$ cat config.mk
export PLATFORM = sky130hd
export DESIGN_NAME = seg_xlate
export DESIGN_NICKNAME = d
export VERILOG_FILES = /design/src/rtl/seg_xlate_pkg.sv /design/src/rtl/seg_xlate_table.sv /design/src/rtl/seg_xlate_check.sv /design/src/rtl/seg_xlate_resp.sv /design/src/rtl/seg_xlate.sv
export SDC_FILE = /design/constraint.sdc
export NUM_CORES = 1
export LEC_CHECK = 0
export BUFFER_PORTS_ARGS = -buffer_cell sky130_fd_sc_hd__buf_2
export CAP_MARGIN = 20
export CORE_UTILIZATION = 50
export CTS_BUF_LIST = sky130_fd_sc_hd__clkbuf_4 sky130_fd_sc_hd__clkbuf_8
export DETAILED_ROUTE_END_ITERATION = 16
export PLACE_DENSITY = 0.72
export SYNTH_ARGS = -nofsm -noshare
export SYNTH_HDL_FRONTEND = slang
export SYNTH_SLANG_ARGS = --single-unit
$ cat constraint.sdc
create_clock -name clk -period 7.8 [get_ports clk]
set_input_delay 0.78 -clock clk [delete_from_list [all_inputs] [get_ports clk]]
set_output_delay 0.78 -clock clk [all_outputs]
set_load 0.05 [all_outputs]
$ cat src/rtl/seg_xlate_pkg.sv
package seg_xlate_pkg;
  typedef enum logic [1:0] {
    FLT_NONE   = 2'd0,
    FLT_RANGE  = 2'd1,
    FLT_ABSENT = 2'd2,
    FLT_LIMIT  = 2'd3
  } fault_e;
endpackage

$ cat src/rtl/seg_xlate_table.sv
module seg_xlate_table #(
  parameter int SEG_W = 4,
  parameter int LIM_W = 13,
  parameter int PA_W  = 16,
  localparam int NSEG  = 1 << SEG_W,
  localparam int LEN_W = SEG_W + 1
) (
  input  logic             clk,
  input  logic             rst,
  input  logic             ld_en,
  input  logic [SEG_W-1:0] ld_idx,
  input  logic [PA_W-1:0]  ld_base,
  input  logic [LIM_W-1:0] ld_limit,
  input  logic             ld_present,
  input  logic             len_en,
  input  logic [LEN_W-1:0] len_val,
  input  logic             mark_en,
  input  logic [SEG_W-1:0] mark_idx,
  input  logic [SEG_W-1:0] rd_idx,
  output logic [PA_W-1:0]  rd_base,
  output logic [LIM_W-1:0] rd_limit,
  output logic             rd_present,
  output logic             rd_modified,
  output logic [LEN_W-1:0] tbl_len
);
  logic [PA_W-1:0]  base_q  [NSEG];
  logic [LIM_W-1:0] limit_q [NSEG];
  logic [NSEG-1:0]  pres_q;
  logic [NSEG-1:0]  mod_q;
  logic [LEN_W-1:0] len_q;

  for (genvar g = 0; g < NSEG; g++) begin : g_ent
    logic hit_ld, hit_mark;
    assign hit_ld   = ld_en && (ld_idx == SEG_W'(g));
    assign hit_mark = mark_en && (mark_idx == SEG_W'(g));

    always_ff @(posedge clk) begin
      if (hit_ld) begin
        base_q[g]  <= ld_base;
        limit_q[g] <= ld_limit;
      end
    end

    always_ff @(posedge clk) begin
      if (rst) begin
        pres_q[g] <= 1'b0;
        mod_q[g]  <= 1'b0;
      end else if (hit_ld) begin
        pres_q[g] <= ld_present;
        mod_q[g]  <= 1'b0;
      end else if (hit_mark) begin
        mod_q[g]  <= 1'b1;
      end
    end
  end

  always_ff @(posedge clk) begin
    if (rst)         len_q <= '0;
    else if (len_en) len_q <= len_val;
  end

  assign rd_base     = base_q[rd_idx];
  assign rd_limit    = limit_q[rd_idx];
  assign rd_present  = pres_q[rd_idx];
  assign rd_modified = mod_q[rd_idx];
  assign tbl_len     = len_q;
endmodule

$ cat src/rtl/seg_xlate_check.sv
module seg_xlate_check
  import seg_xlate_pkg::*;
#(
  parameter int SEG_W = 4,
  parameter int OFF_W = 12,
  parameter int PA_W  = 16,
  localparam int LIM_W = OFF_W + 1,
  localparam int LEN_W = SEG_W + 1
) (
  input  logic [SEG_W-1:0] seg,
  input  logic [OFF_W-1:0] off,
  input  logic             is_write,
  input  logic [LEN_W-1:0] tbl_len,
  input  logic [PA_W-1:0]  base,
  input  logic [LIM_W-1:0] limit,
  input  logic             present,
  input  logic             modified,
  output fault_e           fault,
  output logic [PA_W-1:0]  paddr,
  output logic             dirty,
  output logic             mark
);
  logic beyond_len, beyond_lim;

  assign beyond_len = {1'b0, seg} >= tbl_len;
  assign beyond_lim = {1'b0, off} >= limit;

  always_comb begin
    if (beyond_len)      fault = FLT_RANGE;
    else if (!present)   fault = FLT_ABSENT;
    else if (beyond_lim) fault = FLT_LIMIT;
    else                 fault = FLT_NONE;
  end

  always_comb begin
    mark  = 1'b0;
    paddr = '0;
    dirty = 1'b0;
    if (fault == FLT_NONE) begin
      paddr = base + PA_W'(off);
      mark  = is_write;
      dirty = modified | is_write;
    end
  end
endmodule

$ cat src/rtl/seg_xlate_resp.sv
module seg_xlate_resp
  import seg_xlate_pkg::*;
#(
  parameter int PA_W = 16
) (
  input  logic            clk,
  input  logic            rst,
  input  logic            fire,
  input  fault_e          fault_d,
  input  logic [PA_W-1:0] paddr_d,
  input  logic            dirty_d,
  output logic            rsp_valid,
  output logic [PA_W-1:0] rsp_paddr,
  output logic [1:0]      rsp_fault,
  output logic            rsp_dirty
);
  always_ff @(posedge clk) begin
    if (rst) rsp_valid <= 1'b0;
    else     rsp_valid <= fire;
  end

  always_ff @(posedge clk) begin
    if (rst) begin
      rsp_paddr <= '0;
      rsp_fault <= '0;
      rsp_dirty <= 1'b0;
    end else if (fire) begin
      rsp_paddr <= paddr_d;
      rsp_fault <= fault_d;
      rsp_dirty <= dirty_d;
    end
  end
endmodule

$ cat src/rtl/seg_xlate.sv
module seg_xlate
  import seg_xlate_pkg::*;
#(
  parameter int ADDR_W = 16,
  parameter int SEG_W  = 4,
  parameter int PA_W   = 16,
  localparam int OFF_W = ADDR_W - SEG_W,
  localparam int LIM_W = OFF_W + 1,
  localparam int LEN_W = SEG_W + 1
) (
  input  logic              clk,
  input  logic              rst,
  input  logic              req_valid,
  output logic              req_ready,
  input  logic [ADDR_W-1:0] req_addr,
  input  logic              req_write,
  output logic              rsp_valid,
  output logic [PA_W-1:0]   rsp_paddr,
  output logic [1:0]        rsp_fault,
  output logic              rsp_dirty,
  input  logic              ld_entry_we,
  input  logic [SEG_W-1:0]  ld_idx,
  input  logic [PA_W-1:0]   ld_base,
  input  logic [LIM_W-1:0]  ld_limit,
  input  logic              ld_present,
  input  logic              ld_len_we,
  input  logic [LEN_W-1:0]  ld_len
);
  logic             fire;
  logic [SEG_W-1:0] seg;
  logic [OFF_W-1:0] off;
  logic [PA_W-1:0]  e_base;
  logic [LIM_W-1:0] e_limit;
  logic             e_present, e_modified;
  logic [LEN_W-1:0] tbl_len;
  fault_e           fault_d;
  logic [PA_W-1:0]  paddr_d;
  logic             dirty_d, mark_d;

  assign req_ready = ~rst;
  assign fire      = req_valid & req_ready;
  assign seg       = req_addr[ADDR_W-1 -: SEG_W];
  assign off       = req_addr[OFF_W-1:0];

  seg_xlate_table #(.SEG_W(SEG_W), .LIM_W(LIM_W), .PA_W(PA_W)) u_table (
    .clk(clk), .rst(rst),
    .ld_en(ld_entry_we), .ld_idx(ld_idx), .ld_base(ld_base),
    .ld_limit(ld_limit), .ld_present(ld_present),
    .len_en(ld_len_we), .len_val(ld_len),
    .mark_en(fire & mark_d), .mark_idx(seg),
    .rd_idx(seg), .rd_base(e_base), .rd_limit(e_limit),
    .rd_present(e_present), .rd_modified(e_modified), .tbl_len(tbl_len)
  );

  seg_xlate_check #(.SEG_W(SEG_W), .OFF_W(OFF_W), .PA_W(PA_W)) u_check (
    .seg(seg), .off(off), .is_write(req_write), .tbl_len(tbl_len),
    .base(e_base), .limit(e_limit), .present(e_present),
    .modified(e_modified), .fault(fault_d), .paddr(paddr_d),
    .dirty(dirty_d), .mark(mark_d)
  );

  seg_xlate_resp #(.PA_W(PA_W)) u_resp (
    .clk(clk), .rst(rst), .fire(fire), .fault_d(fault_d),
    .paddr_d(paddr_d), .dirty_d(dirty_d), .rsp_valid(rsp_valid),
    .rsp_paddr(rsp_paddr), .rsp_fault(rsp_fault), .rsp_dirty(rsp_dirty)
  );
endmodule

# After elaboration in Yosys (flattened, before gate mapping)
# Memories as Yosys holds them, arrays and structs flattened.
# Cells that the tools add are included.
# op_classes
addsub,1
magnitude_cmp,3
n_eq_ne,30
n_mux,132
bitwise,4
n_reduce_logical,81
# op_table
op,n
$mux W16,16
$reduce_or A16 Y1,15
$mux W13,15
$reduce_or A13 Y1,15
$mux W4,30
$mux W1,66
$eq A4 B4 Y1 const B,16
$eq A4 B3 Y1 const B,8
$logic_and A1 B1 Y1,32
$reduce_or A2 Y1,16
$add A16 B12 Y16,1
$eq A4 B2 Y1 const B,4
$ge A12 B13 Y1,1
$bmux W1 S4,2
$eq A4 B1 Y1 const B,2
$logic_not A4 Y1,2
$mux W2,3
$ge A4 B5 Y1,1
$lt A4 B5 Y1 const B,1
$and A1 B1 Y1,2
$logic_not A2 Y1,1
$not A1 Y1,1
$or A1 B1 Y1,1
# totals
ff_bits,57
mem_bits_rw,464
input_bits,61
out_inout_bits,21
wordCells,290
mem_count,2
# mem_list
memory,depth,word_bits,rd,rd_clocked_by_memory_dff,write_ports,line_no,rtl
u_table.base_q,16,16,1,0,1,seg_xlate_table.sv:26,logic [PA_W-1:0] base_q [NSEG];
u_table.limit_q,16,13,1,0,1,seg_xlate_table.sv:27,logic [LIM_W-1:0] limit_q [NSEG];

# Logic depth before layout (Yosys ltp)
# Gate-level depths: netlist of run 1.
# depth
depth_word,20
mapped_depth,18
ltp_nobuf,11

# Cells and area by module
# A second synthesis of run 1 with hierarchy kept.
# hier_totals
cells_unflattened,1137
area_unflattened_um2,20920.1
# modules_own_cells
mod,instances,cells_each,area_each_um2,seq_area_each_um2
seg_xlate_table,1,902,19023.2,14674.1
seg_xlate_check,1,169,1179.9,0.0
seg_xlate_resp,1,63,698.2,400.4
seg_xlate,1,3,18.8,0.0

# Least setup slack after synthesis of run 1
# OpenSTA, ideal clock, no wires.
# synth_path
kind,input-to-reg
start,in req_addr[12]
end,reg u_resp.rsp_paddr[14]
setup_time_ps,117
arrival_ps,4672
required_ps,7683
path_slack_ps,3012
cell_stages,16
path_buffers,5
path_cell_list,buf_6 -> buf_6 -> buf_2 -> buf_2 -> buf_2 -> mux4_2 -> mux4_2 -> ha_1 -> fa_1 -> a211o_1 -> a21oi_1 -> o21ai_0 -> a21oi_1 -> nor2_1 -> xor2_1 -> a22o_1
# synth_via
elab_chain_len,7
word_cells_on_any_way,12
cone_classes,add/sub: 1; order compare: 2; mux: 6; reduce/logical: 1; memory: 2
# synth_lines
element,line_no,rtl
"start, declared",seg_xlate.sv:15,"input logic [ADDR_W-1:0] req_addr,"
$mem_v2 Z16 W13,-,
$ge A12 B13 Y1,seg_xlate_check.sv:26,"assign beyond_lim = {1'b0, off} >= limit;"
$mux W2,seg_xlate_check.sv:31,else if (beyond_lim) fault = FLT_LIMIT;
$mux W2,seg_xlate_check.sv:30,else if (!present) fault = FLT_ABSENT;
$mux W2,seg_xlate_check.sv:29,if (beyond_len) fault = FLT_RANGE;
$logic_not A2 Y1,seg_xlate_check.sv:39,if (fault == FLT_NONE) begin
$mux W16 *,seg_xlate_check.sv:39,
"end signal, assigned",seg_xlate_resp.sv:28,rsp_paddr <= paddr_d;
"end, declared",seg_xlate_resp.sv:13,"output logic [PA_W-1:0] rsp_paddr,"
# Every way passes the cells marked *; elsewhere a longest branch is shown, timed or not. The select of a mux whose other input is x is not followed.
# A chain may end at the register's enable or synchronous reset.

# Worst setup path in the final report of run 1
# layout_path
start,in req_addr[12]
end,reg u_table.mod_q[1]
# layout_via
elab_chain_len,9
word_cells_on_any_way,13
cone_classes,order compare: 2; eq/ne: 1; mux: 6; bitwise: 1; reduce/logical: 2; memory: 1
# layout_lines
element,line_no,rtl
$mem_v2 Z16 W13,-,
$ge A12 B13 Y1,seg_xlate_check.sv:26,
$mux W2,seg_xlate_check.sv:31,
$mux W2,seg_xlate_check.sv:30,
$mux W2,seg_xlate_check.sv:29,
$logic_not A2 Y1,seg_xlate_check.sv:39,
$mux W1,seg_xlate_check.sv:39,
$and A1 B1 Y1,seg_xlate.sv:50,".mark_en(fire & mark_d), .mark_idx(seg),"
$logic_and A1 B1 Y1 *,seg_xlate_table.sv:35,assign hit_mark = mark_en && (mark_idx == SEG_W'(g));
"end signal, assigned by index",seg_xlate_table.sv:47,mod_q[g] <= 1'b0;
"end signal, assigned by index",seg_xlate_table.sv:50,mod_q[g] <= 1'b0;
"end signal, assigned by index",seg_xlate_table.sv:52,mod_q[g] <= 1'b1;
"end, declared",seg_xlate_table.sv:29,logic [NSEG-1:0] mod_q;
# Marks and branches as above.

==> flow_summary.yaml, run 1 <==
detailed_routing:
  drcViolationCount: 0
  drt-initial-drc-count: 1086
  wl_per_cell_um: 26.2
  num_vias: 10500
  drtAntennaViolNets: 0
  wirelength_um: 46100
  vias_per_cell: 5.97
  drt-pass1-iter-count: 5
global_route:
  track_usage: 0.228
  grt_pass1_wl_um: 68300
  grt_max_degree: 65
  antenna_found_initial: 3
  grt_pass1_vias: 10800
  grt_overflow: 0
power:
  switching_share: 0.219
  cellInternalPower_mw: 4.47
  p_seq_frac: 0.542
  power.clock.fraction: 0.388
  total_switching_power_mw: 1.26
  power.leakage_nw: 7.79
  pwr-share-comb: 0.070
  power.density_nw_per_um2: 244
  irDropWorstVdd_mv: 0.0988
logic_synthesis:
  synth_commonest_cells: "edfxtp_1 (464), mux4_2 (152), dfxtp_1 (57)"
  synth_top_flop_cell: "edfxtp_1"
  synth.area.mux_share: 0.173
  synth_fp_nets: 1107
  yosys-top-cells-area: "edfxtp_1 (67%), mux4_2 (17%), dfxtp_1 (5.5%)"
  synthesis.area_um2: 20700
  synth_compound_area_frac: 0.0358
  ys_ff_latch: 521
  yosys.area_share.adder: 0.0179
  yosysSeqAreaShare: 0.729
  yosys.area.top_type: "edfxtp_1"
  synth_top_family_by_area: "multiplexers"
  synth_simple_gate_area_frac: 0.0237
  async_reset_ff_frac: 0
  avgSynthCellArea_um2: 20.3
  synth_top_area_share: 0.674
  ys_warn_count: 0
  synth-xor-area-share: 0.00550
  yosysUniqueCellTypes: 50
  synth_edf_count: 464
  synthCells: 1017
  yosysMostFrequentCell: "edfxtp_1"
sta:
  rsz0062_at_grt: "no"
  slew_headroom: 0.293
  finalHoldViolations: 0
  clock.fmax_ghz: 0.194
  fin_setup_tns_ps: 0
  tightest_slew_ps: 1060
  finalCriticalPeriod_ps: 5150
  worst_clock_skew_ps: 17.0
  slew_viol_final: 0
  fin_ws_ps: 2650
  setup_viol: 0
  fin_crit_sh: 0.660
clock_network:
  root_buffer: "clkbuf_8"
  h-tree-depth: 3
  cts_tree: "yes"
  hold_buffers: 0
  path_clk_slew_ps: 60
  cts_buffer_depth: 3
  cts-resized-gates: 0
  post_cts_buffers: 0
  clock_sinks: 521
  cts_buffers: 82
  clkLatencyLatePin_ps: 630
flow_run:
  maxCapViolations: 0
critical_path:
  worst_r2r_path_depth: 11
  critPathLaunchType: "primary input"
  r2r-start: "u_table.limit_q[15][10]"
  crit_buf_inv: 3
  crit_start: "req_addr[12]"
  cp_max_fo: 64
  end_kind: "flop"
  max_stage_delay_ps: 710
  worstSetupPathType: "primary input to flop"
  crit_required_ps: 8330
  crit_cells: 13
  slowest_stage: "o211a_1"
  cpLargestDelayFamily: "compound AO/OA/AOI/OAI gates"
  path_cells: "clkbuf_8 > buf_4 > mux4_2 > mux4_2 > inv_1 > ha_1 > nand3_1 > o221ai_1 > a221o_1 > a31oi_1 > o211a_1 > nand3_1 > o41ai_1"
  critical_path_arrival_ps: 5670
finish:
  syn_to_final_growth_pct: 13.3
  nets: 1250
  post-route-cell-area_um2: 23400
  drive_gt1_frac: 0.337
  diodes: 0
worst_hold_path:
  hold_path_depth: 3
  min_from: "ld_len[1]"
  hold_path.class: "primary input to flop"
floorplanning:
  die_width_um: 205
  rows: 74
  fp.dieArea_um2: 42200
  num_io_pins: 82
  core_area_um2: 40800
  initial_core_util: 0.507
  die_y_um: 205
place:
  post-place-ws_ps: 1970
  hpwl_um: 25000
  portBuffers: 81
  place_area_um2: 21800
  gp_congestion: 0.810
outcome:
  status: "finished, final reports clean"
-- area by class of cell --
type                       count  area [um^2]
tap                          532          666
sequential                   521        15100
multi-input combinational    422         5390
timing repair buffer         106          604
clock inverter                27          130
clock buffer                 122         1470
inverter                      27          101
fill                        2982        17400
-- cell usage in the layout (no fill, tap or decap), types with 6 or more instances in the layout --
cell and instances:
edfxtp_1 464, mux4_2 152, clkbuf_8 90, buf_2 79, dfxtp_1 57, nor2_1 37, clkbuf_4 33, nand2_1 29
ha_1 28, buf_4 26, inv_1 24, clkinv_1 19, a21oi_1 18, mux2i_1 15, o21ai_0 14, a22o_1 13
nor2_4 12, o31ai_1 8, nand3_1 7, xor2_1 7, nand2b_1 6, a22oi_1 6, xnor2_1 6, o22ai_1 6
-- per-stage QoR --
stage | power (mW) | utilization | std cells | hold WS, ps
3_5_place_dp | 3.56 | 0.535 | 1607 | 439
5_1_grt | 5.92 | 0.574 | 1757 | 380
6_report | 5.72 | 0.574 | 1757 | 391
4_1_cts | 5.77 | 0.574 | 1756 | 365
2_1_floorplan | 3.42 | - | 1017 | 420
3_3_place_gp | 3.55 | 0.535 | 1607 | 430
-- worst register-to-register path: stages, from the launching register on --
cell,delay [ps]
edfxtp_1,360
mux4_2,470
mux4_2,470
inv_1,110
ha_1,250
a21o_1,160
a211o_1,280
a221o_1,350
a31oi_1,210
o211a_1,710
nand3_1,440
o41ai_1,390
-- flip-flops by register name, indices dropped and copies added (netlist names) --
| name | cells |
|---|---|
| u_table.pres_q | 16 |
| u_resp.rsp_fault | 2 |
| u_table.base_q | 256 |
| u_table.mod_q | 16 |
| u_resp.rsp_dirty | 1 |
| u_resp.rsp_valid | 1 |
| u_resp.rsp_paddr | 16 |
| u_table.limit_q | 208 |
| u_table.tbl_len | 5 |
-- path summary, 6_finish.rpt --
path	end	slack, ps
worst max-delay path	u_table.mod_q[1]	2650
worst min-delay path	u_table.tbl_len[1]	390
worst max register to register	u_table.mod_q[1]	3490
worst min register to register	u_table.mod_q[10]	450
-- cells by family after synthesis --
group,count (synthesis)
fa+ha+maj,29
simple gates,110
buf+inv,74
flops,521
mux,167
compound gates,103
xor+xnor,13
-- layer usage --
layer,track usage,up-vias,wire (um)
met5,0,-,25
met1,0.322,5499,19800
met3,0.0478,72,3390
li1,-,4508,-
met4,0.0746,4,937
met2,0.357,400,22000
-- power by group through the flow --
stage          combinational, mW  clock (mW)  sequential (mW)
2_1_floorplan              0.255           0             3.16
3_3_place_gp               0.393           0             3.16
3_5_place_dp               0.401           0             3.16
4_1_cts                    0.403        2.27             3.10
5_1_grt                    0.434        2.38             3.11
6_report                   0.400        2.22             3.10
(Power assumes the default switching activity.)
==> run 2: changes to the inputs <==
--- a/config.mk
+++ b/config.mk
@@ -10,7 +10,7 @@
 export CORE_UTILIZATION = 50
 export CTS_BUF_LIST = sky130_fd_sc_hd__clkbuf_4 sky130_fd_sc_hd__clkbuf_8
 export DETAILED_ROUTE_END_ITERATION = 16
-export PLACE_DENSITY = 0.72
+export PLACE_DENSITY = 0.74
 export SYNTH_ARGS = -nofsm -noshare
 export SYNTH_HDL_FRONTEND = slang
 export SYNTH_SLANG_ARGS = --single-unit
==> constraint.sdc (replaced) <==
create_clock -name clk -period 4.4 [get_ports clk]
set_input_delay 0.44 -clock clk [delete_from_list [all_inputs] [get_ports clk]]
set_output_delay 0.44 -clock clk [all_outputs]
set_load 0.05 [all_outputs]
==> run 2 against run 1 <==
Non-clock buffer count increased by 25; register-to-register slack lost 2700 ps; die area is the same; setup slack worse by 1800 ps; hold slack lost 330 ps; via count is 2.5% higher.
==> flow_summary.yaml, run 2 (synthesized netlist as in run 1, its figures left out) <==
detailed_routing:
  wl_per_cell_um: 26.3
  drt-initial-drc-count: 1055
  drt-pass1-iter-count: 5
  num_vias: 10800
  wirelength_um: 47000
  drcViolationCount: 0
  drtAntennaViolNets: 0
  vias_per_cell: 6.03
global_route:
  grt_pass1_wl_um: 69400
  grt_pass1_vias: 11000
  antenna_found_initial: 6
  grt_max_degree: 40
  grt_overflow: 0
  track_usage: 0.233
place:
  portBuffers: 81
  dpl.cell_count: 1633
  gp_congestion: 0.840
  hpwl_um: 27900
clock_network:
  cts_buffer_depth: 3
  post_cts_buffers: 0
  clock_sinks: 521
  cts-resized-gates: 0
  cts_tree: "yes"
  path_clk_slew_ps: 60
  root_buffer: "clkbuf_8"
  h-tree-depth: 3
  cts_buffers: 83
  hold_buffers: 0
  clkLatencyLatePin_ps: 630
finish:
  final_cell_mix: "edfxtp_1 (464), mux4_2 (152), clkbuf_8 (92)"
  layout_commonest_cell: "edfxtp_1"
  drive_gt1_frac: 0.349
  nets: 1276
  multi_input_area_um2: 5390
  largest_reg_flops: 256
  fillers: 2881
  seqCellArea_um2: 15100
  syn_to_final_growth_pct: 15.2
  largest_register: "u_table.base_q"
  reg.largest.list: "u_table.base_q x256, u_table.limit_q x208"
  fin_cells: 1784
floorplanning:
  die_y_um: 205
  die_width_um: 205
  fp.dieArea_um2: 42200
  initial_core_util: 0.507
  core_area_um2: 40800
  num_io_pins: 82
  rows: 74
critical_path:
  critPathLaunchType: "flop"
  worst_r2r_path_depth: 10
  worstReg2RegEnd: "u_table.mod_q[1]"
  crit_start: "u_table.limit_q[3][0]"
  r2r-start: "u_table.limit_q[3][0]"
  timing.reg2reg.setup_slack_ps: 820
  path_cells: "mux4_2 > mux4_2 > ha_1 > nand2b_1 > a211o_1 > a221o_1 > a31oi_1 > o211a_1 > nand3_1 > o41ai_1"
  end_kind: "flop"
  max_stage_delay_ps: 510
  critical_path_arrival_ps: 4080
  cpLargestDelayFamily: "compound AO/OA/AOI/OAI gates"
  worstSetupPathType: "flop to flop"
  crit_cells: 10
  slowest_stage: "mux4_2"
  crit_path_frequent_cell: "mux4_2"
  crit_buf_inv: 0
  crit_required_ps: 4900
  cp_max_fo: 4
  crit_path_end: "u_table.mod_q[1]"
sta:
  fin_setup_tns_ps: 0
  finalHoldViolations: 0
  rsz0062_at_grt: "no"
  clock.fmax_ghz: 0.279
  slew_headroom: 0.257
  finalCriticalPeriod_ps: 3580
  slew_viol_final: 0
  setup_viol: 0
  tightest_slew_ps: 1110
  worst_clock_skew_ps: 26.6
  fin_crit_sh: 0.814
power:
  power.leakage_nw: 7.98
  power.density_nw_per_um2: 434
  irDropWorstVdd_mv: 0.208
flow_run:
  maxCapViolations: 0
outcome:
  status: "finished, final reports clean"
worst_hold_path:
  hold_path.class: "primary input to flop"
run 2: cell types whose count changed in the layout (fill, tap and decap cells not counted), moves of 4 or more:
cell       delta
clkinv_2      +9
buf_4        +15
bufinv_16     +4
clkbuf_4     -15
buf_12       +10
run 2: worst register-to-register path, cell delays in order, from the launching register on:
cell	delay (ps)
edfxtp_1	380
mux4_2	490
mux4_2	510
ha_1	280
nand2b_1	150
a211o_1	300
a221o_1	390
a31oi_1	210
o211a_1	250
nand3_1	160
o41ai_1	340
run 2: power breakdown:
part	switching, mW	leakage, nW	internal (mW)
Sequential	0.0230	4.65	5.48
Combinational	0.422	2.45	0.321
Clock	1.81	0.880	2.29
run 2: per-stage QoR:
stage	util	instance area (um^2)	power, mW	hold WS (ps)	setup slack (ps)
after floorplan	-	20700	6.06	420	34.9
after global placement	0.542	22200	6.33	431	292
after detailed placement	0.542	22200	6.35	444	243
after CTS	0.584	23800	10.4	30.7	850
after global routing	0.584	23800	10.7	60.1	649
final	0.584	23800	10.3	62.9	820
run 2: layout make-up:
class	count	area share
multi-input cells	422	0.226
well taps	532	0.0279
repair buffers	131	0.0385
flip-flops and latches	521	0.633
inverters	27	0.00425
clock buffers	109	0.0582
clock inverters	41	0.0121
diodes	1	0.000105
run 2: worst min path at each step:
stage | startpoint | to | slack, ps | depth (start not counted)
after CTS | ld_len[3] | u_table.tbl_len[3] | 30 | 3
after floorplan | u_table.mod_q[10] | u_table.mod_q[10] | 420 | 2
after detailed placement | u_table.mod_q[11] | u_table.mod_q[11] | 440 | 2
after global placement | u_table.mod_q[11] | u_table.mod_q[11] | 430 | 2
final | ld_len[4] | u_table.tbl_len[4] | 60 | 3
after global routing | ld_len[0] | u_table.tbl_len[0] | 60 | 3
run 2: routing by layer:
| metal | global-route usage | vias to the layer above | wire (um) |
|---|---|---|---|
| li1 | - | 4566 | - |
| met1 | 0.317 | 5558 | 18500 |
| met2 | 0.370 | 523 | 23100 |
| met3 | 0.0542 | 95 | 4260 |
| met4 | 0.0820 | 8 | 1160 |
| met5 | 0 | - | 54 |
